**config.mk**
```make
export PLATFORM = sky130hd
export DESIGN_NAME = jtag_spi_bridge
export DESIGN_NICKNAME = d
export VERILOG_FILES = /design/src/rtl/jspi_pkg.sv /design/src/rtl/jspi_frame_fsm.sv /design/src/rtl/jspi_spi_gate.sv /design/src/rtl/jspi_dr_cell.sv /design/src/rtl/jtag_spi_bridge.sv
export SDC_FILE = /design/constraint.sdc
export NUM_CORES = 1
export LEC_CHECK = 0
export ABC_AREA = 1
export CORE_MARGIN = 2
export CORE_UTILIZATION = 40
export DETAILED_ROUTE_END_ITERATION = 12
export DONT_BUFFER_PORTS = 1
export PLACE_DENSITY = 0.64
export SLEW_MARGIN = 20
export SYNTH_ARGS = -nofsm -noshare
export SYNTH_HDL_FRONTEND = slang
export SYNTH_SLANG_ARGS = --single-unit
export TNS_END_PERCENT = 100
```
**constraint.sdc**
```tcl
create_clock -name tck -period 1.86 [get_ports tck]
set_clock_uncertainty 0.2 [all_clocks]
set_input_delay 0.372 -clock tck [delete_from_list [all_inputs] [get_ports tck]]
set_output_delay 0.372 -clock tck [all_outputs]
set_load 0.02 [all_outputs]
```
**src/rtl/jspi_pkg.sv**
```systemverilog
package jspi_pkg;

  typedef enum logic [1:0] {
    ST_HUNT  = 2'd0,
    ST_HDR   = 2'd1,
    ST_XFER  = 2'd2,
    ST_DRAIN = 2'd3
  } jspi_state_e;

endpackage

```
**src/rtl/jspi_frame_fsm.sv**
```systemverilog
module jspi_frame_fsm
  import jspi_pkg::*;
#(
  parameter int unsigned LEN_W = 32
) (
  input  logic              clk,
  input  logic              rst_n,
  input  logic              active,
  input  logic              tdi,
  output jspi_state_e       state,
  output logic [LEN_W-1:0]  cnt
);

  localparam int unsigned HC_W = (LEN_W > 1) ? $clog2(LEN_W) : 1;
  localparam logic [HC_W-1:0] HC_LAST = HC_W'(LEN_W - 1);

  jspi_state_e      state_q, state_d;
  logic [LEN_W-1:0] cnt_q, cnt_d;
  logic [HC_W-1:0]  hc_q, hc_d;
  logic [LEN_W-1:0] hdr_shifted;
  logic             hdr_last;
  logic             regs_en;

  assign hdr_shifted = {cnt_q[LEN_W-2:0], tdi};
  assign hdr_last    = (hc_q == HC_LAST);
  // registers only move when shifting or when a frame must be abandoned
  assign regs_en     = active || (state_q != ST_HUNT);

  always_comb begin
    state_d = state_q;
    cnt_d   = cnt_q;
    hc_d    = hc_q;
    if (!active) begin
      state_d = ST_HUNT;
      cnt_d   = '0;
      hc_d    = '0;
    end else begin
      unique case (state_q)
        ST_HUNT: begin
          if (tdi) begin
            state_d = ST_HDR;
            cnt_d   = '0;
            hc_d    = '0;
          end
        end
        ST_HDR: begin
          cnt_d = hdr_shifted;
          hc_d  = hc_q + HC_W'(1);
          if (hdr_last) begin
            hc_d    = '0;
            state_d = (hdr_shifted == '0) ? ST_DRAIN : ST_XFER;
          end
        end
        ST_XFER: begin
          cnt_d = cnt_q - LEN_W'(1);
          if (cnt_q == LEN_W'(1)) begin
            state_d = ST_DRAIN;
          end
        end
        default: begin
          state_d = ST_DRAIN;
        end
      endcase
    end
  end

  always_ff @(posedge clk or negedge rst_n) begin
    if (!rst_n) begin
      state_q <= ST_HUNT;
      cnt_q   <= '0;
      hc_q    <= '0;
    end else if (regs_en) begin
      state_q <= state_d;
      cnt_q   <= cnt_d;
      hc_q    <= hc_d;
    end
  end

  assign state = state_q;
  assign cnt   = cnt_q;

endmodule

```
**src/rtl/jspi_spi_gate.sv**
```systemverilog
module jspi_spi_gate (
  input  logic clk,
  input  logic rst_n,
  input  logic in_xfer,
  input  logic active,
  input  logic tdi,
  output logic spi_sck,
  output logic spi_cs_n,
  output logic spi_mosi
);

  logic gate_q;

  // updated while TCK is low so that the gated clock never glitches
  always_ff @(negedge clk or negedge rst_n) begin
    if (!rst_n) begin
      gate_q <= 1'b0;
    end else begin
      gate_q <= in_xfer;
    end
  end

  assign spi_sck  = clk & gate_q & active;
  assign spi_cs_n = ~gate_q;
  assign spi_mosi = gate_q & tdi;

endmodule

```
**src/rtl/jspi_dr_cell.sv**
```systemverilog
module jspi_dr_cell (
  input  logic clk,
  input  logic rst_n,
  input  logic clear,
  input  logic active,
  input  logic in_xfer,
  input  logic tdi,
  input  logic spi_miso,
  output logic tdo
);

  logic dr_q, dr_d, dr_en;

  assign dr_en = clear | active;
  assign dr_d  = clear ? 1'b0 : (in_xfer ? spi_miso : tdi);

  always_ff @(posedge clk or negedge rst_n) begin
    if (!rst_n) begin
      dr_q <= 1'b0;
    end else if (dr_en) begin
      dr_q <= dr_d;
    end
  end

  assign tdo = dr_q;

endmodule

```
**src/rtl/jtag_spi_bridge.sv**
```systemverilog
module jtag_spi_bridge
  import jspi_pkg::*;
#(
  parameter int unsigned LEN_W = 32
) (
  input  logic tck,
  input  logic trst_n,
  input  logic sel,
  input  logic capture,
  input  logic shift,
  input  logic update,
  input  logic tdi,
  output logic tdo,
  output logic spi_sck,
  output logic spi_cs_n,
  output logic spi_mosi,
  input  logic spi_miso
);

  logic [1:0]       rst_sync_q;
  logic             rst_n;
  logic             active;
  logic             in_xfer;
  jspi_state_e      fsm_state;
  logic [LEN_W-1:0] fsm_cnt;

  always_ff @(posedge tck or negedge trst_n) begin
    if (!trst_n) begin
      rst_sync_q <= 2'b00;
    end else begin
      rst_sync_q <= {rst_sync_q[0], 1'b1};
    end
  end
  assign rst_n = rst_sync_q[1];

  assign active  = sel & shift & ~capture & ~update;
  assign in_xfer = (fsm_state == ST_XFER);

  jspi_frame_fsm #(.LEN_W(LEN_W)) i_fsm (
    .clk    (tck),
    .rst_n  (rst_n),
    .active (active),
    .tdi    (tdi),
    .state  (fsm_state),
    .cnt    (fsm_cnt)
  );

  jspi_spi_gate i_gate (
    .clk      (tck),
    .rst_n    (rst_n),
    .in_xfer  (in_xfer),
    .active   (active),
    .tdi      (tdi),
    .spi_sck  (spi_sck),
    .spi_cs_n (spi_cs_n),
    .spi_mosi (spi_mosi)
  );

  jspi_dr_cell i_dr (
    .clk      (tck),
    .rst_n    (rst_n),
    .clear    (sel & capture),
    .active   (active),
    .in_xfer  (in_xfer),
    .tdi      (tdi),
    .spi_miso (spi_miso),
    .tdo      (tdo)
  );

endmodule

```
=== After elaboration in Yosys (flattened, before gate mapping) ===
Cells that the tools add are included.

* Multiplexer cells: 15
* Add/sub/neg operators: 2
* Bitwise operators: 11
* Eq/ne operators: 9
* Reduce and logical (&&, ||, !) cells: 7

{| class="wikitable"
|+ Operators by type and width
! operator !! count
|-
| $pmux 32 s3 || 1
|-
| $mux 32 || 2
|-
| $eq 32x1->1 const B || 1
|-
| $logic_not 32->1 || 1
|-
| $sub 32x1->32 const B || 1
|-
| $mux 5 || 3
|-
| $ne 3x3->1 const B || 4
|-
| $pmux 5 s2 || 1
|-
| $mux 2 || 4
|-
| $and 1x1->1 || 7
|-
| $pmux 2 s3 || 1
|-
| $reduce_and 3->1 || 2
|-
| $add 5x1->5 const B || 1
|-
| $eq 5x5->1 const B || 1
|-
| $ne 4x4->1 const B || 1
|-
| $reduce_and 4->1 || 1
|-
| $mux 1 || 3
|-
| $not 1->1 || 3
|-
| $eq 2x1->1 const B || 1
|-
| $eq 2x2->1 const B || 1
|-
| $logic_not 2->1 || 1
|-
| $reduce_bool 2->1 || 1
|-
| $logic_or 1x1->1 || 1
|-
| $or 1x1->1 || 1
|}

* Input port bits: 8
* Word-level logic and storage cells: 50
* Output and inout port bits: 4
* Register bits after elaboration: 43

=== Depth between registers and ports, before layout ===
* Word-level depth: 5
* Depth in mapped cells: 12
* Mapped depth without buffers: 12

=== By module ===
Synthesis repeated with hierarchy kept, for this count alone.

* Cell total of the unflattened synthesis: 496
* Area, all modules: 3135.5 um2

{| class="wikitable"
|+ By module, submodules not included
! module !! seq. area each (um2) !! area each (um2) !! cells each !! instances
|-
| jspi_frame_fsm || 975.9 || 2944.1 || 468 || 1
|-
| jtag_spi_bridge || 50.0 || 87.6 || 12 || 1
|-
| jspi_dr_cell || 25.0 || 56.3 || 9 || 1
|-
| jspi_spi_gate || 25.0 || 47.5 || 7 || 1
|}

==> out/metrics.yaml <==
crit_arrival_ps: 2050
slew_violations: 0
clock_latency_ps: 420
share_comb_of_total_power_pct: 40.2
grt-ovfl-total: 0
worstPathRequired_ps: 1290
wirelength_mm: 9.00
cts_tree: "yes"
dpl.hpwl_mm: 5.43
tightest_slew_ps: 536
grt_usage_pct: 20.3
r2r_end: "i_gate.gate_q"
ys_seq_elements: 43
synthArstFlopShare_pct: 100
syn_avg_cell_area_um2: 6.17
synth_edf_count: 0
violations: "negative setup slack"
pre_cts_ws_ps: -278
crit_chain: "nand2_2, nor2_4"
antenna_left: 0
design_area_um2: 4060
drv_cap: 0
synthTopCellsByArea: "dfrtp_1, nand2_1, nor2_1, inv_1, nand3_1"
timing.rr.start: "i_fsm.state[1]"
route.vias.total: 3345
rows: 32
fin_ws_ps: -760
synth_commonest_cells: "nand2_1, nor2_1, inv_1, dfrtp_1, nand3_1"
yosysMostFrequentCell: "nand2_1"
netlist_area_um2: 3130
n_fill_cell: 747
setup_violations: 21
p_per_area_nw_per_um2: 745
gp_congestion: 0.903
seq_power_share_pct: 32.7
power_frac_clock_pct: 27.1
synth_top_family_by_area: "simple AND/OR/NAND/NOR gates"
relSlewSlack_pct: 64.3
clkTransAtPathRegs_ps: 90
drive_gt1_share_pct: 24.1
synthCells: 508
core_area_um2: 7650
die_area_um2: 8560
cpPeakStageDelay_ps: 450
grt_first_pass_wirelength_mm: 13.8
power.switching_mw: 1.13
critPathLaunch: "i_gate.gate_q"
grt_setup_unrepaired: "true"
placed_cells_incl_taps: 624
leakagePower_nw: 2.21
grt_pass1_vias: 3024
synthAdderAreaFrac_pct: 2.79
swShare_pct: 37.5
firstDrtPassIters: 5
grt_max_degree: 41
die_x_um: 92.5
fin_nets: 566
synth_xor_area_share_pct: 0.279
yosysUniqueCellTypes: 31
portBuffers: 0
hold_viol_final: 0
synth_warnings: 0
cp_num_buf_inv: 0
status: "finished with violations"
antenna_found_initial: 0
path_delay_family: "flip-flops"
criticalPathCategory: "reg2out"
slowest_stage: "dfrtn_1"
synth_flop_cell: "dfrtp_1"
synth_nets: 523
diodes: 0
ir_drop_mv: 0.730
ys_seq_area_share_pct: 34.3
ios: 12
power_mw: 3.02
viasPerCell: 5.11
synth-simple-area-share_pct: 43.4
fin_cells: 654
fp.dieH_um: 92.5
cp-end-kind: "output port"
hold_path.class: "in2reg"
min_from: "tdi"
worstHoldEndpoint: "i_fsm.state[0]"
yosysTopAreaCellShare_pct: 33.5
wl_per_cell_um: 13.8
synth_top_area_cell: "dfrtp_1"
drc: 0
start_util_pct: 41.0
holdPathStages: 5
synthMuxAreaShare_pct: 0
reg2reg_depth: 2
critPathMaxFanout: 3
reg2reg_setup_slack_ps: -90
synth-compound-area-share_pct: 9.66
drt_iter0_drc: 277
p_int_mw: 1.89
area_growth_pct: 29.4
fin_tns_setup_ps: -3020
dpl_cell_area_um2: 3390
start_kind: "register"
-- layer usage --
| layer | up-vias | share of wire, % | track usage [%] | wire length (um) |
|---|---|---|---|---|
| met3 | 15 | 5.6 | 3.66 | 503 |
| met1 | 1551 | 47 | 27.4 | 4200 |
| met4 | 0 | 1.8 | 10.2 | 161 |
| met2 | 117 | 46 | 31.2 | 4130 |
| met5 | - | 0 | 0 | 0 |
| li1 | 1662 | - | - | - |
-- area by class of cell --
cell class	count	area [um2]	share of cell area, %
inverters	54	205	5.06
well taps	102	128	3.15
flip-flops and latches	43	1080	26.7
multi-input cells	399	2050	50.6
clock inverters	3	25.0	0.617
clock buffers	8	110	2.71
repair buffers	45	455	11.2
-- logic make-up (layout without fill, tap and decap cells) --
| family | count (synthesis) | after routing |
|---|---|---|
| flops | 43 | 43 |
| buf+inv | 68 | 110 |
| simple gates | 335 | 337 |
| xor+xnor | 1 | 1 |
| compound gates | 53 | 53 |
| other cells | 1 | 1 |
| fa+ha+maj | 7 | 7 |
-- power groups by stage --
stage	registers [mW]	clock network, mW	logic (mW)
finish	0.990	0.818	1.22
floorplan	1.01	0.000893	0.500
detailed placement	1.00	0.000891	0.708
global route	0.993	0.881	1.29
global placement	1.00	0.000893	0.690
CTS	0.988	0.838	0.782
-- worst reg2reg max path: cells and delay by family, from the launching register on --
| family | cells | cell delay (ps) |
|---|---|---|
| flip-flops | 1 | 420 |
| buffers and inverters | 1 | 130 |
| adder cells (fa/ha/maj) | 1 | 150 |
-- flip-flops by register name, summed over array words and instances, names as in the netlist --
name and flops:
i_gate.gate_q 1, i_dr.tdo 1, i_fsm.hc_q 5, rst_sync_q 2
i_fsm.cnt 32, i_fsm.state 2
-- layout by cell type (no fill, tap or decap), drive strengths merged --
master | netlist | final
o21ai | 32 | 32
o22ai | 4 | 4
nor3b | 1 | 1
xnor2 | 1 | 1
inv | 54 | 54
dfrtn | 1 | 1
nand3 | 36 | 36
clkinv | 0 | 2
o21bai | 6 | 6
dfrtp | 42 | 42
a22oi | 1 | 1
nor3 | 3 | 3
nand2 | 222 | 222
clkinvlp | 0 | 1
a21oi | 10 | 10
dlygate4sd3 | 0 | 5
conb | 1 | 1
buf | 11 | 37
nand3b | 2 | 2
nor2 | 70 | 72
ha | 7 | 7
nand4 | 1 | 1
clkbuf | 3 | 11
-- worst max-delay path by stage --
stage	endpoint	slack, ps	cells past startpoint
global placement	spi_sck	-270	2
detailed placement	spi_sck	-280	2
floorplan	spi_sck	-260	2
CTS	spi_sck	-760	2
global route	spi_sck	-800	2
finish	spi_sck	-760	2
-- metrics by stage --
step | util [%] | hold slack [ps]
after floorplan | - | -124
after global placement | 44.4 | -124
after detailed placement | 44.4 | -124
after CTS | 47.3 | 79.3
after global routing | 53.0 | 127
final | 53.0 | 97.8
-- timing repair --
action                                  in CTS  in global routing
endpoints found under the setup margin      38                 40
resized for setup                            9                 83
hold endpoints to repair                     3                  0
setup buffers                                1                  7
gates cloned                                 1                  5
hold buffers                                 5                  0
pin swaps                                    2                 26
Power figures use the tool's default switching activity.
